==> src/rtl/dic_pkg.sv <==
package dic_pkg;
  localparam int WORD_W = 192;
  localparam int OPC_W  = 4;
  localparam int ADDR_W = 16;
  localparam int LEN_W  = 16;
  localparam int PREC_W = 4;
  localparam int SRC_LO = OPC_W;
  localparam int DST_LO = SRC_LO + ADDR_W;
  localparam int LEN_LO = DST_LO + ADDR_W;
  localparam int WP_LO  = LEN_LO + LEN_W;
  localparam int NP_LO  = WP_LO + PREC_W;
  localparam int FLG_LO = NP_LO + PREC_W;
  localparam int FLG_W  = WORD_W - FLG_LO;
  localparam int SLOTS  = 2;

  typedef enum logic [1:0] {K_FC, K_FFT, K_MOVE, K_LUT} kind_e;

  typedef struct packed {
    logic               legal;
    kind_e              kind;
    logic [ADDR_W-1:0]  src;
    logic [ADDR_W-1:0]  dst;
    logic [LEN_W-1:0]   len;
    logic [PREC_W-1:0]  wprec;
    logic [PREC_W-1:0]  nprec;
    logic [FLG_W-1:0]   flags;
  } fields_t;

  // opcodes 1..4 are defined; kind is opcode minus one
  function automatic fields_t split_word(logic [WORD_W-1:0] w);
    fields_t f;
    logic [OPC_W-1:0] op;
    op      = w[OPC_W-1:0];
    f.legal = (op >= 4'd1) && (op <= 4'd4);
    f.kind  = kind_e'(op[1:0] - 2'd1);
    f.src   = w[SRC_LO +: ADDR_W];
    f.dst   = w[DST_LO +: ADDR_W];
    f.len   = w[LEN_LO +: LEN_W];
    f.wprec = w[WP_LO +: PREC_W];
    f.nprec = w[NP_LO +: PREC_W];
    f.flags = w[FLG_LO +: FLG_W];
    return f;
  endfunction
endpackage

==> src/rtl/dic_slot.sv <==
module dic_slot
  import dic_pkg::*;
(
  input  logic              clk,
  input  logic              rst_n,
  input  logic              load,
  input  logic [WORD_W-1:0] data,
  input  logic              drop,
  output logic [WORD_W-1:0] word,
  output logic              valid
);
  always_ff @(posedge clk or negedge rst_n) begin
    if (!rst_n) begin
      word  <= '0;
      valid <= 1'b0;
    end else begin
      if (drop) valid <= 1'b0;
      if (load) begin
        word  <= data;
        valid <= 1'b1;
      end
    end
  end

  // a dropped slot is empty afterwards unless reloaded
  p_drop_empties_r5: assert property (@(posedge clk) disable iff (!rst_n)
    drop && !load |=> !valid);
  // a load always leaves the slot valid
  p_load_fills_r2: assert property (@(posedge clk) disable iff (!rst_n)
    load |=> valid);
endmodule

==> src/rtl/dic_decode.sv <==
module dic_decode
  import dic_pkg::*;
(
  input  logic [WORD_W-1:0] word,
  output fields_t           fields
);
  always_comb fields = split_word(word);
endmodule

==> src/rtl/dic_seq.sv <==
module dic_seq
  import dic_pkg::*;
(
  input  logic             clk,
  input  logic             rst_n,
  input  logic [SLOTS-1:0] valid,
  input  logic [SLOTS-1:0] legal,
  input  logic             done,
  input  logic             reject,
  input  logic             clr_flags,
  output logic             busy,
  output logic             act,
  output logic             start,
  output logic [SLOTS-1:0] drop,
  output logic             cmp_flag,
  output logic             err_flag,
  output logic             ill_flag
);
  logic cand, dispatch, bad_pick, finish;

  // prefer the slot not run last; fall back to the same slot
  always_comb begin
    cand     = valid[~act] ? ~act : act;
    dispatch = !busy && (|valid);
    bad_pick = dispatch && !legal[cand];
    finish   = busy && done;
    for (int i = 0; i < SLOTS; i++)
      drop[i] = (finish && act == 1'(i)) || (bad_pick && cand == 1'(i));
  end

  always_ff @(posedge clk or negedge rst_n) begin
    if (!rst_n) begin
      busy     <= 1'b0;
      act      <= 1'b0;
      start    <= 1'b0;
      cmp_flag <= 1'b0;
      err_flag <= 1'b0;
      ill_flag <= 1'b0;
    end else begin
      start <= 1'b0;
      if (clr_flags) begin
        cmp_flag <= 1'b0;
        err_flag <= 1'b0;
        ill_flag <= 1'b0;
      end
      if (dispatch) begin
        act <= cand;
        if (legal[cand]) begin
          busy  <= 1'b1;
          start <= 1'b1;
        end else begin
          ill_flag <= 1'b1;
        end
      end
      if (finish) begin
        busy     <= 1'b0;
        cmp_flag <= 1'b1;
      end
      if (reject) err_flag <= 1'b1;
    end
  end

  p_start_while_busy_r2: assert property (@(posedge clk) disable iff (!rst_n)
    start |-> busy);
  p_start_single_r2: assert property (@(posedge clk) disable iff (!rst_n)
    start |=> !start);
  p_done_frees_r5: assert property (@(posedge clk) disable iff (!rst_n)
    finish |=> !busy && cmp_flag);
  p_illegal_idle_r8: assert property (@(posedge clk) disable iff (!rst_n)
    bad_pick |=> !start && !busy && ill_flag);
  p_reject_flag_r4: assert property (@(posedge clk) disable iff (!rst_n)
    reject |=> err_flag);
  p_clear_flags_r9: assert property (@(posedge clk) disable iff (!rst_n)
    clr_flags && !finish && !reject && !bad_pick |=> !cmp_flag && !err_flag && !ill_flag);
endmodule

==> src/rtl/dbl_instr_ctrl.sv <==
module dbl_instr_ctrl
  import dic_pkg::*;
(
  input  logic              clk,
  input  logic              rst_n,
  input  logic              host_wr,
  input  logic              host_sel,
  input  logic [WORD_W-1:0] host_word,
  input  logic              host_clr,
  input  logic              exec_done,
  output logic              exec_start,
  output logic [1:0]        exec_kind,
  output logic [ADDR_W-1:0] exec_src,
  output logic [ADDR_W-1:0] exec_dst,
  output logic [LEN_W-1:0]  exec_len,
  output logic [PREC_W-1:0] exec_wprec,
  output logic [PREC_W-1:0] exec_nprec,
  output logic [FLG_W-1:0]  exec_flags,
  output logic              wake,
  output logic [7:0]        status
);
  logic [SLOTS-1:0][WORD_W-1:0] words;
  fields_t [SLOTS-1:0]          dec;
  logic [SLOTS-1:0]             valid, legal, drop, load;
  logic                         busy, act, reject;
  logic                         cmp_flag, err_flag, ill_flag;
  fields_t                      cur;

  assign reject = host_wr && busy && (host_sel == act);

  for (genvar g = 0; g < SLOTS; g++) begin : g_slot
    assign load[g] = host_wr && (host_sel == 1'(g)) && !reject;
    dic_slot u_slot (
      .clk(clk), .rst_n(rst_n), .load(load[g]), .data(host_word),
      .drop(drop[g]), .word(words[g]), .valid(valid[g])
    );
    dic_decode u_dec (.word(words[g]), .fields(dec[g]));
    assign legal[g] = dec[g].legal;
  end

  dic_seq u_seq (
    .clk(clk), .rst_n(rst_n), .valid(valid), .legal(legal),
    .done(exec_done), .reject(reject), .clr_flags(host_clr),
    .busy(busy), .act(act), .start(exec_start), .drop(drop),
    .cmp_flag(cmp_flag), .err_flag(err_flag), .ill_flag(ill_flag)
  );

  assign cur        = dec[act];
  assign exec_kind  = cur.kind;
  assign exec_src   = cur.src;
  assign exec_dst   = cur.dst;
  assign exec_len   = cur.len;
  assign exec_wprec = cur.wprec;
  assign exec_nprec = cur.nprec;
  assign exec_flags = cur.flags;
  assign wake       = cmp_flag;
  assign status     = {1'b0, ill_flag, err_flag, cmp_flag, valid[1], valid[0], act, busy};

  // a rejected write leaves the running slot's word untouched
  p_reject_keeps_r4: assert property (@(posedge clk) disable iff (!rst_n)
    reject |=> words[$past(host_sel)] == $past(words[host_sel]));
  // completion raises wake
  p_wake_on_done_r5: assert property (@(posedge clk) disable iff (!rst_n)
    busy && exec_done |=> wake);
  // a running instruction's slot stays valid until done
  p_run_slot_valid_r2: assert property (@(posedge clk) disable iff (!rst_n)
    busy |-> valid[act]);
endmodule

==> config.mk <==
export PLATFORM = sky130hd
export DESIGN_NAME = dbl_instr_ctrl
export DESIGN_NICKNAME = d
export VERILOG_FILES = /design/src/rtl/dic_pkg.sv /design/src/rtl/dic_slot.sv /design/src/rtl/dic_decode.sv /design/src/rtl/dic_seq.sv /design/src/rtl/dbl_instr_ctrl.sv
export SDC_FILE = /design/constraint.sdc
export NUM_CORES = 1
export LEC_CHECK = 0
export ABC_AREA = 0
export CORE_UTILIZATION = 30
export DETAILED_ROUTE_END_ITERATION = 10
export GPL_ROUTABILITY_DRIVEN = 0
export SYNTH_ARGS = -nofsm -noshare
export SYNTH_HDL_FRONTEND = slang
export SYNTH_SLANG_ARGS = --single-unit
==> constraint.sdc <==
create_clock -name clk -period 1.6 [get_ports clk]
set_input_delay 0.16 -clock clk [delete_from_list [all_inputs] [get_ports clk]]
set_output_delay 0.16 -clock clk [all_outputs]
set_load 0.05 [all_outputs]
==> results.sh <==
export IMPL_crit_arrival_ns=2.00
export IMPL_syn_cell_area_mm2=0.0176
export IMPL_wirelength_mm=45.1
export IMPL_yosysWarningCount=0
export IMPL_grt_pass1_wl_mm=70.7
export IMPL_n_fill_cell=5194
export IMPL_syn_to_final_growth_pct=42.8
export IMPL_numCtsBuffers=45
export IMPL_clkPwrFrac=0.196
export IMPL_drt_initial_drc_count=376
export IMPL_p_leak_uw=0.0111
export IMPL_core_area_mm2=0.0578
export IMPL_final_seq_area_mm2=0.00981
export IMPL_rows=88
export IMPL_netSwitchingFraction=0.409
export IMPL_die_w_um=244
export IMPL_setup_viol_count_final=580
export IMPL_cp_end_kind="primary output"
export IMPL_syn_inst=1074
export IMPL_final_cell_area_mm2=0.0251
export IMPL_power_frac_comb=0.537
export IMPL_io_buffers=396
export IMPL_ys_types=30
export IMPL_ioPinCount=398
export IMPL_root_buffer="clkbuf_16"
export IMPL_antenna_found_initial=2
export IMPL_start_util=0.304
export IMPL_ys_seq_area_frac=0.558
export IMPL_cts_sinks=392
export IMPL_die_area_mm2=0.0596
export IMPL_switchingPower_uw=22600
export IMPL_multiInputGateArea_mm2=0.00750
export IMPL_max_freq_mhz=462
export IMPL_rr_endpoint="u_seq.ill_flag"
export IMPL_pwr_share_seq=0.267
export IMPL_period_minus_slack_ns=2.16
export IMPL_grt_use_total=0.151
export IMPL_viasPerCell=4.48
export IMPL_finClkSkew_ns=0.0121
export IMPL_synth_seq_cells=392
export IMPL_required_ns=1.44
export IMPL_syn_nets=1272
export IMPL_status="finished, violations left"
export IMPL_hold_violations=0
export IMPL_first_pass_iters=4
export IMPL_p_int_uw=32700
export IMPL_path_class="reg2out"
export IMPL_ir_worst_vdd_uv=1210
export IMPL_syn_area_per_cell_um2=16.4
export IMPL_powerDensity_mw_per_mm2=2210
export IMPL_fin_crit_sh=1.35
export IMPL_vias=10556
export IMPL_post_dp_cell_area_mm2=0.0229
export IMPL_grt_max_degree=65
export IMPL_worstHoldPathType="in2async"
export IMPL_drc=0
export IMPL_cp_max_fo=16
export IMPL_grt_ovfl_total=0
export IMPL_r2r_setup_slack_ns=-0.31
export IMPL_dp_hpwl_mm=32.0
export IMPL_first_global_vias=11774
export IMPL_violations="setup timing"
export IMPL_drive_gt1_frac=0.607
export IMPL_clkTransAtPathRegs_ns=0.06
export IMPL_rsz0062_at_grt="yes"
export IMPL_final_cell_mix="391 x dfrtp_1, 362 x mux2_2, 210 x mux2_4, 196 x clkdlybuf4s50_1, 168 x buf_4"
export IMPL_holdWs_ns=0.0838
export IMPL_routedWlPerCell_um=19.1
export IMPL_cts_path_max_buffers=3
export IMPL_nets=1753
export IMPL_slew_viol_final=0
export IMPL_drv_cap=0
export IMPL_r2r_start="u_seq.act"
export IMPL_cts_tree="built"
export IMPL_drtAntennaViolNets=0
export IMPL_clock_latency_ns=0.57
export IMPL_start_kind="flop"
export IMPL_layout_commonest_cell="dfrtp_1"
export IMPL_setup_ws_ns=-0.564
export IMPL_htree_levels=2
export IMPL_die_h_um=244
export IMPL_reg2reg_depth=8
-- power groups by stage --
stage | clock network [uW] | logic (uW) | registers, uW
global placement | 0 | 27800 | 14700
floorplan | 0 | 19700 | 14300
finish | 10800 | 29700 | 14800
CTS | 11200 | 29100 | 14700
global route | 11600 | 30900 | 15200
detailed placement | 0 | 27900 | 14900
-- Yosys cell counts --
master / instances / area share
buf_2: 40 / 0.011
nand2_1: 3 / 0.00064
mux2_2: 414 / 0.27
conb_1: 1 / 0.00021
a32o_1: 2 / 0.0011
nand3b_1: 1 / 0.00043
inv_2: 1 / 0.00021
or2_2: 1 / 0.00036
nand3_1: 1 / 0.00028
mux2i_1: 3 / 0.0017
buf_1: 5 / 0.0011
a31oi_1: 1 / 0.00036
o22ai_1: 1 / 0.00036
dfrtp_1: 392 / 0.56
nor2b_1: 1 / 0.00036
o21ai_0: 1 / 0.00028
buf_8: 1 / 0.00085
xnor2_1: 2 / 0.0010
buf_6: 18 / 0.012
nor2_1: 1 / 0.00021
nor3_1: 5 / 0.0014
a41oi_1: 1 / 0.00050
a21oi_1: 5 / 0.0014
o211a_1: 1 / 0.00057
mux2_4: 158 / 0.13
a22o_1: 1 / 0.00050
o21a_1: 2 / 0.00085
inv_1: 2 / 0.00043
buf_4: 8 / 0.0034
clkbuf_1: 1 / 0.00021
-- routing by layer --
metal | track usage | routed length (um) | vias to the layer above
met2 | 0.246 | 21800 | 235
met1 | 0.194 | 19600 | 5420
met3 | 0.0372 | 2510 | 82
met4 | 0.0520 | 1210 | 2
met5 | 0 | 13 | -
li1 | - | - | 4817
-- registers in the layout (all words and copies together) (netlist names) --
register,cells
g_slot.u_slot.word,384
g_slot.u_slot.valid,2
u_seq.act,1
u_seq.busy,1
u_seq.cmp_flag,1
u_seq.err_flag,1
u_seq.ill_flag,1
u_seq.start,1
-- through the flow --
| stage | total power, uW | setup TNS, ns | worst slack, ns | util | std cells |
|---|---|---|---|---|---|
| 3_5_place_dp | 42800 | -98.64 | -0.341 | 0.395 | 2266 |
| 4_1_cts | 55000 | -168.63 | -0.628 | 0.429 | 2355 |
| 5_1_grt | 57800 | -222.37 | -0.647 | 0.434 | 2357 |
| 6_report | 55300 | -191.07 | -0.564 | 0.434 | 2357 |
| 2_1_floorplan | 34100 | -2.94 | -0.0232 | - | 1074 |
| 3_3_place_gp | 42500 | -101.06 | -0.325 | 0.395 | 2266 |
-- critical path, stage by stage, from the launching register on --
cell     delay, ns
dfrtp_4       0.51
buf_12        0.18
buf_12        0.14
mux2i_1       0.11
buf_4         0.15
xnor2_4       0.17
buf_12        0.15
-- cell families (layout without fill, tap and decap cells) --
family / Yosys count / in the layout / share of synthesized area
mux: 575 / 575 / 0.402
simple gates: 13 / 13 / 0.00370
flops: 392 / 392 / 0.558
compound gates: 15 / 15 / 0.00598
buf+inv: 76 / 593 / 0.0291
xor+xnor: 2 / 2 / 0.000997
other cells: 1 / 2 / 0.000213
-- worst max path at each step --
| stage | to | slack, ns | startpoint |
|---|---|---|---|
| floorplan | exec_flags[100] | -0.02 | u_seq.act |
| global placement | g_slot[1].u_slot.word[62] | -0.33 | host_sel |
| detailed placement | g_slot[1].u_slot.word[63] | -0.34 | host_sel |
| CTS | exec_kind[1] | -0.63 | u_seq.act |
| global route | exec_kind[1] | -0.65 | u_seq.act |
| finish | exec_kind[1] | -0.56 | u_seq.act |
-- repair_timing --
| item | in CTS | in global routing |
|---|---|---|
| buffers inserted | 5 | 1 |
| hold buffers | 1 | 0 |
| hold endpoints to repair | 262 | 0 |
| endpoints found under the setup margin | 546 | 578 |
| resized for setup | 76 | 80 |
-- layout make-up --
cell class | count | share of cell area
sequential | 392 | 0.391
multi-input combinational | 606 | 0.299
timing repair buffer | 507 | 0.209
clock buffer | 66 | 0.0540
tap | 765 | 0.0381
clock inverter | 17 | 0.00873
inverter | 3 | 0.000449
antenna | 1 | 0.0000997
No activity file was read; power rests on OpenSTA's default activity.
